<file path="src/rtl/rtc_regfile.sv">
module rtc_regfile #(
  parameter int TICKS_PER_SEC = 32768,
  parameter int UIP_TICKS     = 8,
  parameter int IDX_W         = 7
) (
  input  logic       clk,
  input  logic       rst_n,
  input  logic       tick,
  input  logic       addr_odd,
  input  logic       wr_en,
  input  logic       rd_en,
  input  logic [7:0] wdata,
  output logic [7:0] rdata,
  output logic       irq,
  input  logic       cnt_we,
  input  logic [3:0] cnt_sel,
  input  logic [6:0] cnt_val,
  output logic       sec_pulse
);
  localparam int NSLOT = 1 << IDX_W;
  localparam int DIV_W = $clog2(TICKS_PER_SEC);
  localparam logic [DIV_W-1:0] DIV_LAST = DIV_W'(TICKS_PER_SEC - 1);
  localparam logic [DIV_W-1:0] DIV_HALF = DIV_W'(TICKS_PER_SEC / 2);
  localparam logic [DIV_W-1:0] UIP_FROM = DIV_W'(TICKS_PER_SEC - UIP_TICKS);

  localparam logic [IDX_W-1:0] S_SEC  = IDX_W'(0);
  localparam logic [IDX_W-1:0] S_ASEC = IDX_W'(1);
  localparam logic [IDX_W-1:0] S_MIN  = IDX_W'(2);
  localparam logic [IDX_W-1:0] S_AMIN = IDX_W'(3);
  localparam logic [IDX_W-1:0] S_HR   = IDX_W'(4);
  localparam logic [IDX_W-1:0] S_AHR  = IDX_W'(5);
  localparam logic [IDX_W-1:0] S_CTLA = IDX_W'(10);
  localparam logic [IDX_W-1:0] S_CTLB = IDX_W'(11);
  localparam logic [IDX_W-1:0] S_CTLC = IDX_W'(12);
  localparam logic [IDX_W-1:0] S_CTLD = IDX_W'(13);

  logic [IDX_W-1:0] idx;
  logic [7:0]       slot [NSLOT];
  logic [6:0]       ctl_a;
  logic [7:0]       ctl_b;
  logic [7:0]       ctl_c;
  logic [DIV_W-1:0] div_cnt;

  function automatic logic [7:0] to_bcd(input logic [6:0] v);
    logic [6:0] tens, ones;
    tens = v / 7'd10;
    ones = v % 7'd10;
    return {tens[3:0], ones[3:0]};
  endfunction

  function automatic logic [7:0] encode(input logic [6:0] v, input logic is_hr,
                                        input logic bin, input logic h24);
    logic [6:0] h;
    logic [7:0] r;
    h = v;
    if (is_hr && !h24) h = (v % 7'd12 == 7'd0) ? 7'd12 : v % 7'd12;
    r = bin ? {1'b0, h} : to_bcd(h);
    if (is_hr && !h24) r[7] = (v >= 7'd12);
    return r;
  endfunction

  function automatic logic [DIV_W-1:0] rate_mask(input logic [3:0] r);
    int sh;
    sh = (r == 4'd1) ? 7 : (r == 4'd2) ? 8 : int'(r) - 1;
    return DIV_W'((32'd1 << sh) - 32'd1);
  endfunction

  function automatic logic alarm_ok(input logic [7:0] a, input logic [7:0] t);
    return (a[7:6] == 2'b11) || (a == t);
  endfunction

  logic host_rd, data_wr, wr_a, wr_b, rd_c;
  assign host_rd = rd_en && !wr_en;
  assign data_wr = wr_en && addr_odd;
  assign wr_a    = data_wr && idx == S_CTLA;
  assign wr_b    = data_wr && idx == S_CTLB;
  assign rd_c    = host_rd && addr_odd && idx == S_CTLC;

  logic div_run, div_rst, set_mode, uip, at_wrap, upd_evt, per_evt, alm_evt;
  assign div_run  = ctl_a[6:4] <= 3'd2;
  assign div_rst  = ctl_a[6:5] == 2'b11;
  assign set_mode = ctl_b[7];
  assign uip      = div_run && !set_mode && div_cnt >= UIP_FROM;
  assign at_wrap  = div_cnt == DIV_LAST;
  assign upd_evt  = tick && div_run && at_wrap && !set_mode;
  assign per_evt  = tick && div_run && ctl_a[3:0] != 4'd0 &&
                    ((DIV_W'(div_cnt + 1'b1) & rate_mask(ctl_a[3:0])) == '0);
  assign alm_evt  = upd_evt && alarm_ok(slot[S_ASEC], slot[S_SEC]) &&
                    alarm_ok(slot[S_AMIN], slot[S_MIN]) &&
                    alarm_ok(slot[S_AHR], slot[S_HR]);

  logic [7:0] c_base;
  logic [2:0] evts, flags;
  logic       irqf;
  assign c_base = rd_c ? 8'h00 : ctl_c;
  assign evts   = {per_evt, alm_evt, upd_evt};
  assign flags  = c_base[6:4] | evts;
  assign irqf   = wr_b ? |(wdata[6:4] & flags)
                       : (c_base[7] || |(evts & ctl_b[6:4]));
  assign irq    = ctl_c[7];

  logic leave_rst, enter_rst;
  assign enter_rst = wr_a && wdata[6:5] == 2'b11;
  assign leave_rst = wr_a && div_rst && wdata[6:4] <= 3'd2;

  logic cnt_ok;
  assign cnt_ok = cnt_we && !set_mode &&
                  (cnt_sel inside {4'd0, 4'd2, 4'd4, 4'd6, 4'd7, 4'd8, 4'd9});

  logic [7:0] rd_mux;
  always_comb begin
    case (idx)
      S_CTLA:  rd_mux = {uip, ctl_a};
      S_CTLB:  rd_mux = ctl_b;
      S_CTLC:  rd_mux = ctl_c;
      S_CTLD:  rd_mux = 8'h80;
      default: rd_mux = slot[idx];
    endcase
  end

  always_ff @(posedge clk or negedge rst_n) begin
    if (!rst_n) begin
      idx       <= '0;
      ctl_a     <= 7'h26;
      ctl_b     <= 8'h02;
      ctl_c     <= 8'h00;
      div_cnt   <= '0;
      rdata     <= 8'h00;
      sec_pulse <= 1'b0;
      for (int i = 0; i < NSLOT; i++) slot[i] <= 8'h00;
    end else begin
      sec_pulse <= upd_evt;
      ctl_c     <= {irqf, flags, 4'b0000};
      if (wr_en && !addr_odd) idx <= wdata[6:0];
      if (cnt_ok)
        slot[IDX_W'(cnt_sel)] <= encode(cnt_val, cnt_sel == 4'd4, ctl_b[2], ctl_b[1]);
      if (data_wr) begin
        case (idx)
          S_CTLA:         ctl_a <= wdata[6:0];
          S_CTLB:         ctl_b <= wdata;
          S_CTLC, S_CTLD: ;
          default:        slot[idx] <= wdata;
        endcase
      end
      if (enter_rst)               div_cnt <= '0;
      else if (leave_rst)          div_cnt <= DIV_HALF;
      else if (tick && div_run)    div_cnt <= at_wrap ? '0 : div_cnt + 1'b1;
      if (host_rd) rdata <= addr_odd ? rd_mux : 8'hFF;
    end
  end
endmodule


</file>
<file path="config.mk">
export PLATFORM = sky130hd
export DESIGN_NAME = rtc_regfile
export DESIGN_NICKNAME = d
export VERILOG_FILES = /design/src/rtl/rtc_regfile.sv
export SDC_FILE = /design/constraint.sdc
export NUM_CORES = 2
export LEC_CHECK = 0
export BUFFER_PORTS_ARGS = -buffer_cell sky130_fd_sc_hd__buf_2
export CAP_MARGIN = 20
export CORE_UTILIZATION = 50
export CTS_CLUSTER_DIAMETER = 150
export DETAILED_ROUTE_END_ITERATION = 8
export PLACE_DENSITY_LB_ADDON = 0.08
export SLEW_MARGIN = 40
export SYNTH_ARGS = -nofsm -noshare
export SYNTH_HDL_FRONTEND = slang
export SYNTH_SLANG_ARGS = --single-unit
</file>
<file path="constraint.sdc">
create_clock -name clk -period 4.6 [get_ports clk]
set_input_delay 0.23 -clock clk [delete_from_list [all_inputs] [get_ports clk]]
set_output_delay 0.23 -clock clk [all_outputs]
set_load 0.005 [all_outputs]
</file>
After elaboration in Yosys (flattened, before gate mapping)
Cells that the tools add are included.
{"block": "classes", "n_bitwise": 6, "eq_ne": 21, "shifts": 1, "n_lt_le_gt_ge": 8, "add_sub_neg": 3, "n_reduce_logical": 44, "mux": 28, "div": 3}
{"op": "2-to-1 mux 1024 bit", "count": 3}
{"op": "bitwise mux 1024 bit", "count": 2}
{"op": "demux 8 bit (select 7 bit)", "count": 2}
{"op": "2-to-1 mux 32 bit", "count": 2}
{"op": "2-to-1 mux 15 bit", "count": 4}
{"op": "binary-select mux 8 bit (select 7 bit)", "count": 1}
{"op": "2-to-1 mux 8 bit", "count": 7}
{"op": "one-hot mux 8 bit (4 select lines)", "count": 1}
{"op": "<< shifter 1 x 32 -> 15 bit, first input constant", "count": 1}
{"op": "== test 7 x 4 -> 1 bit, second input constant", "count": 4}
{"op": "logical AND 1 bit", "count": 25}
{"op": "== test 8 bit", "count": 3}
{"op": "2-to-1 mux 7 bit", "count": 3}
{"op": ">= comparator 8 bit, second input constant", "count": 2}
{"op": "less-than comparator 8 x 1 -> 1 bit, second input constant", "count": 2}
{"op": "adder 15 x 1 -> 15 bit, second input constant", "count": 1}
{"op": "bitwise AND 15 bit", "count": 1}
{"op": "== test 15 bit, second input constant", "count": 1}
{"op": ">= comparator 15 bit, second input constant", "count": 1}
{"op": "zero test 15 bit", "count": 1}
{"op": "subtractor 15 x 1 -> 15 bit, second input constant", "count": 1}
{"op": "modulo 7 x 4 -> 7 bit, second input constant", "count": 2}
{"op": "== test 4 x 3 -> 1 bit, second input constant", "count": 3}
{"op": "== test 2 bit, second input constant", "count": 5}
{"op": "other kinds (22)", "count": 36}
{"block": "totals", "ff_bits": 1074, "elab_cells": 249, "output_inout_bits": 10, "input_bits": 26}

Logic depth before layout (Yosys ltp)
{"block": "logic_depth", "word_depth": 14, "depth_mapped": 21}

Least setup slack after synthesis
OpenSTA, ideal clock, no wires.
{"block": "synth_timing", "kind": "reg-to-reg", "start": "register ctl_b[1]", "end": "register slot[948] (netlist bit)", "setup_slack_ns": 0.386, "arrival_time_ns": 4.069, "n_path_buf": 2, "t_required_ns": 4.455, "path_stages_with_launch": 19, "synth_period_minus_slack_ns": 4.214, "path_cell_list": "dfstp_2 > or4_4 > buf_6 > nor4_1 > a21oi_1 > nor2_1 > ha_1 > or3b_1 > clkbuf_1 > a21oi_1 > o21ai_0 > a21oi_1 > xnor2_1 > ha_1 > inv_1 > o41ai_2 > a21oi_1 > mux2i_1 > o21ai_0"}
{"block": "synth_via", "elab_chain_len": 11}
{"element": "start, declared", "line_no": "40", "source": "logic [7:0] ctl_b;"}
{"element": "start signal, assigned", "line_no": "140", "source": "S_CTLB: ctl_b <= wdata;"}
{"element": "zero test 1 bit *", "line_no": "56", "source": "if (is_hr && !h24) h = (v % 7'd12 == 7'd0) ? 7'd12 : v % 7'd12;"}
{"element": "logical AND 1 bit *", "line_no": "56"}
{"element": "2-to-1 mux 7 bit *", "line_no": "56"}
{"element": "2-to-1 mux 7 bit *", "line_no": "135", "source": "if (cnt_ok)"}
{"element": "divider 7 x 4 -> 7 bit", "line_no": "46", "source": "tens = v / 7'd10;"}
{"element": "2-to-1 mux 8 bit *", "line_no": "57", "source": "r = bin ? {1'b0, h} : to_bcd(h);"}
{"element": "bitwise mux 1024 bit *", "line_no": "136", "source": "slot[IDX_W'(cnt_sel)] <= encode(cnt_val, cnt_sel == 4'd4, ctl_b[2], ctl_b[1]);"}
{"element": "2-to-1 mux 1024 bit *", "line_no": "135"}
{"element": "bitwise mux 1024 bit", "line_no": "142", "source": "default: slot[idx] <= wdata;"}
{"element": "2-to-1 mux 1024 bit", "line_no": "138", "source": "case (idx)"}
{"element": "2-to-1 mux 1024 bit *", "line_no": "137", "source": "if (data_wr) begin"}
{"element": "end signal, assigned by index", "line_no": "136"}
{"element": "end signal, assigned by index", "line_no": "142"}
{"element": "end, declared", "line_no": "38", "source": "logic [7:0] slot [NSLOT];"}
Mark *: on every way between the ends. The rest lies on a longest branch, timed or not. The select of a mux whose other input is x is not followed.
A chain may end at the register's enable or synchronous reset.

Worst setup path in the final report
{"block": "layout_timing", "start": "register ctl_b[1]", "end": "register slot[1017] (netlist bit)"}
{"block": "layout_via", "elab_chain_len": 11}
{"element": "zero test 1 bit *", "line_no": "56"}
{"element": "logical AND 1 bit *", "line_no": "56"}
{"element": "2-to-1 mux 7 bit *", "line_no": "56"}
{"element": "2-to-1 mux 7 bit *", "line_no": "135"}
{"element": "modulo 7 x 4 -> 7 bit", "line_no": "47", "source": "ones = v % 7'd10;"}
{"element": "2-to-1 mux 8 bit *", "line_no": "57"}
{"element": "bitwise mux 1024 bit *", "line_no": "136"}
{"element": "2-to-1 mux 1024 bit *", "line_no": "135"}
{"element": "bitwise mux 1024 bit", "line_no": "142"}
{"element": "2-to-1 mux 1024 bit", "line_no": "138"}
{"element": "2-to-1 mux 1024 bit *", "line_no": "137"}
Marks and branches as above.

==> impl_metrics.toml <==
[run_status]
status = "completed"

[timing]
worst_slew_pin_slew_ps = 933
slew_viol_final = 0
clock_skew_ps = 16.6
fin_crit_sh_pct = 92.4
min_period_ps = 4250
hold_violations = 0
relSlewSlack_pct = 37.6
fin_setup_tns_ps = 0
setup-violations-final = 0
max_freq_ghz = 0.235
rsz0062_at_grt = "false"

[worst_setup_path]
crit_arrival_ps = 4810
regToRegSetupSlack_ps = 350
reg2reg_depth = 18
reg2reg_from = "ctl_b[1]$_DFFE_PN1P_"
critPathRequiredTime_ps = 5160
cp-start-kind = "register"
worstSetupPathType = "reg -> reg"
cp_max_fo = 7
r2r_end = "slot[1017]$_DFF_PN0_"
end_kind = "register"

[die]
start_util_pct = 50.7
die_w_um = 318
die_h_um = 318
pin_count = 36
coreArea_mm2 = 0.0987
rows = 115
dieArea_mm2 = 0.101

[logic_synthesis]
syn_nets = 4092
ys_seq_elements = 1074
synth_cells = 4055
netlist_area_mm2 = 0.0500
synth_compound_area_share_pct = 12.4
yosys_most_used_dff = "dfrtp_1"
syn_avg_cell_area_um2 = 12.3
yosys-mux-area-fraction_pct = 23.9
yosys_warnings = 0
synth_edf_count = 0
synth.distinct_cells = 88
synth_top_area_share_pct = 53.5
yosysSeqAreaShare_pct = 53.7
synthSimpleGateAreaFrac_pct = 6.10
yosysTopAreaCell = "dfrtp_1"
yosys.area_share.xor_xnor_pct = 0.788
synthTopCellsByArea = "dfrtp_1 (54%), mux2_2 (22%), a22oi_1 (4.0%), clkbuf_1 (2.1%), a221oi_1 (1.7%)"
ys_async_sr_fraction_pct = 100
synth_top_family_by_area = "multiplexers"
synthAdderAreaFrac_pct = 0.295

[final_layout]
fillCellCount = 8256
area_delta_synth_final_pct = 12.1
final_area_mm2 = 0.0561
mostFrequentLayoutCell = "dfrtp_1"
final_cell_mix = "dfrtp_1 (1065), mux2_2 (992), a22oi_1 (267)"
nNetsFinal = 4097
final_layout_size_suffix_gt1_share_pct = 35.9

[power]
vdd.ir_drop.worst_mv = 0.304
leakage_nw = 26.0
power_density_mw_per_mm2 = 437

[global_routing]
grt_max_degree = 118
first_global_vias = 35000
antenna_found_initial = 5
grtUsageTotal_pct = 31.7
grt_pass1_wl_um = 241000
overflow = 0

[drt]
detail-route-antenna-nets = 0
via_per_inst = 6.55
drtIter0Drc = 3534
drc = 0
post_drt_wl_per_cell_um = 29.7
firstDrtPassIters = 7
num_vias = 35500
routed_wl_um = 161000

[clocking]
cts_buffers = 116
clock_latency_ps = 700
cts_tree = "done"
htreeDepth = 3
cts_root_buf = "clkbuf_16"
cts_sinks = 1074
path_clk_slew_ps = 60
clockBufferDepth = 3

[place]
dp_hpwl_um = 105000
port-buffer-count = 35
place.gp.congestion = 0.918
placed_cell_area_mm2 = 0.0524

[worst_hold_path]
hold_class = "in -> reg"
holdCritStartpoint = "wdata[1]"
whs_endpoint = "ctl_a[1]$_DFFE_PN1P_"
min_delay_path_depth = 3

[job]
cap_violations = 0
[worst max-delay path: stages (launching register included)]
cell      delay, ps
dfstp_2         400
or4_4           580
nor4_2          330
a21oi_1         110
nor2_1          170
ha_1            190
or3b_4          430
a21oi_1         150
o21ai_0         170
a21oi_2         230
xnor2_1         140
ha_1            200
inv_1           100
a22o_4          270
a221oi_4        210
buf_4           190
nor2_1           50
a21oi_1         130
o21ai_1          70
[how the worst max path moves through the flow]
stage | depth (start not counted) | slack (ps) | end | from
5_1_grt | 18 | 10 | slot[961]$_DFF_PN0_ | ctl_b[1]$_DFFE_PN1P_
4_1_cts | 16 | 100 | slot[956]$_DFF_PN0_ | ctl_b[1]$_DFFE_PN1P_
6_report | 18 | 350 | slot[1017]$_DFF_PN0_ | ctl_b[1]$_DFFE_PN1P_
3_5_place_dp | 17 | -120 | slot[1020]$_DFF_PN0_ | cnt_val[5]
3_3_place_gp | 17 | -30 | slot[1020]$_DFF_PN0_ | cnt_val[5]
2_1_floorplan | 18 | 390 | slot[948]$_DFF_PN0_ | ctl_b[1]$_DFFE_PN1P_
[final cells by class]
type,count,area [um2],share of cell area [%]
Antenna cell,1,2.50,0.00446
Clock buffer,169,3290,5.88
Clock inverter,21,231,0.413
Inverter,23,86.3,0.154
Multi-Input combinational cell,2618,22000,39.2
Sequential cell,1074,26900,48.0
Tap cell,1287,1610,2.87
Timing Repair Buffer,227,1960,3.50
[through the flow]
step | setup WS [ps] | hold slack, ps | instances | total power, mW | util (%)
global route | 14.9 | 75.1 | 5419 | 25.3 | 56.8
detailed placement | -117 | 318 | 5223 | 15.6 | 53.1
finish | 347 | 37.9 | 5420 | 24.5 | 56.8
global placement | -34.1 | 322 | 5221 | 15.5 | 52.9
CTS | 103 | 1.86 | 5418 | 24.5 | 56.7
floorplan | 386 | -65.6 | 4055 | 13.7 | -
[where the power goes]
part	switching (mW)	total, mW	internal (mW)
clock	3.81	8.92	5.12
sequential	0.789	11.3	10.5
combinational	2.60	4.25	1.66
total	7.19	24.5	17.3
[flip-flops by register name (all words and copies together) (netlist names)]
name / count
rdata: 8
idx: 7
ctl_a: 7
ctl_b: 8
div_cnt: 15
slot: 1024
sec_pulse: 1
ctl_c: 4
[metal layers]
metal  part of all wire, %  track usage (%)
met5                 0.024                0
met4                   3.0             9.32
met3                   6.5             4.97
met2                    46             49.2
met1                    45             46.0
[cell families after synthesis]
logic type / count (synthesis)
flops: 1074
simple gates: 645
xor+xnor: 45
fa+ha+maj: 12
compound gates: 852
mux: 1064
buf+inv: 363
[Yosys cell counts (all sizes together), types with 8 or more instances]
master,instances
dfrtp,1070
mux2,992
clkbuf,274
a22oi,267
nand2,210
nor2,186
o21ai,146
a221oi,97
a21oi,88
a22o,71
mux2i,69
buf,66
nand4,55
nand3,54
xnor2,37
nor3,32
a31oi,29
inv,23
nand2b,21
o211ai,21
nor2b,19
a222oi,15
ha,11
o2111ai,11
a311oi,10
a41oi,9
and3,9
and2,8
o31ai,8
xor2,8
[repair_timing]
item | in CTS | in global routing
pin swaps | 0 | 2
cloned | 0 | 0
setup endpoints to repair | 1 | 24
gates resized for setup | 1 | 5
endpoints found under the hold margin | 89 | 0
hold buffers | 5 | 0
buffers inserted | 0 | 1
Power figures use the tool's default switching activity.
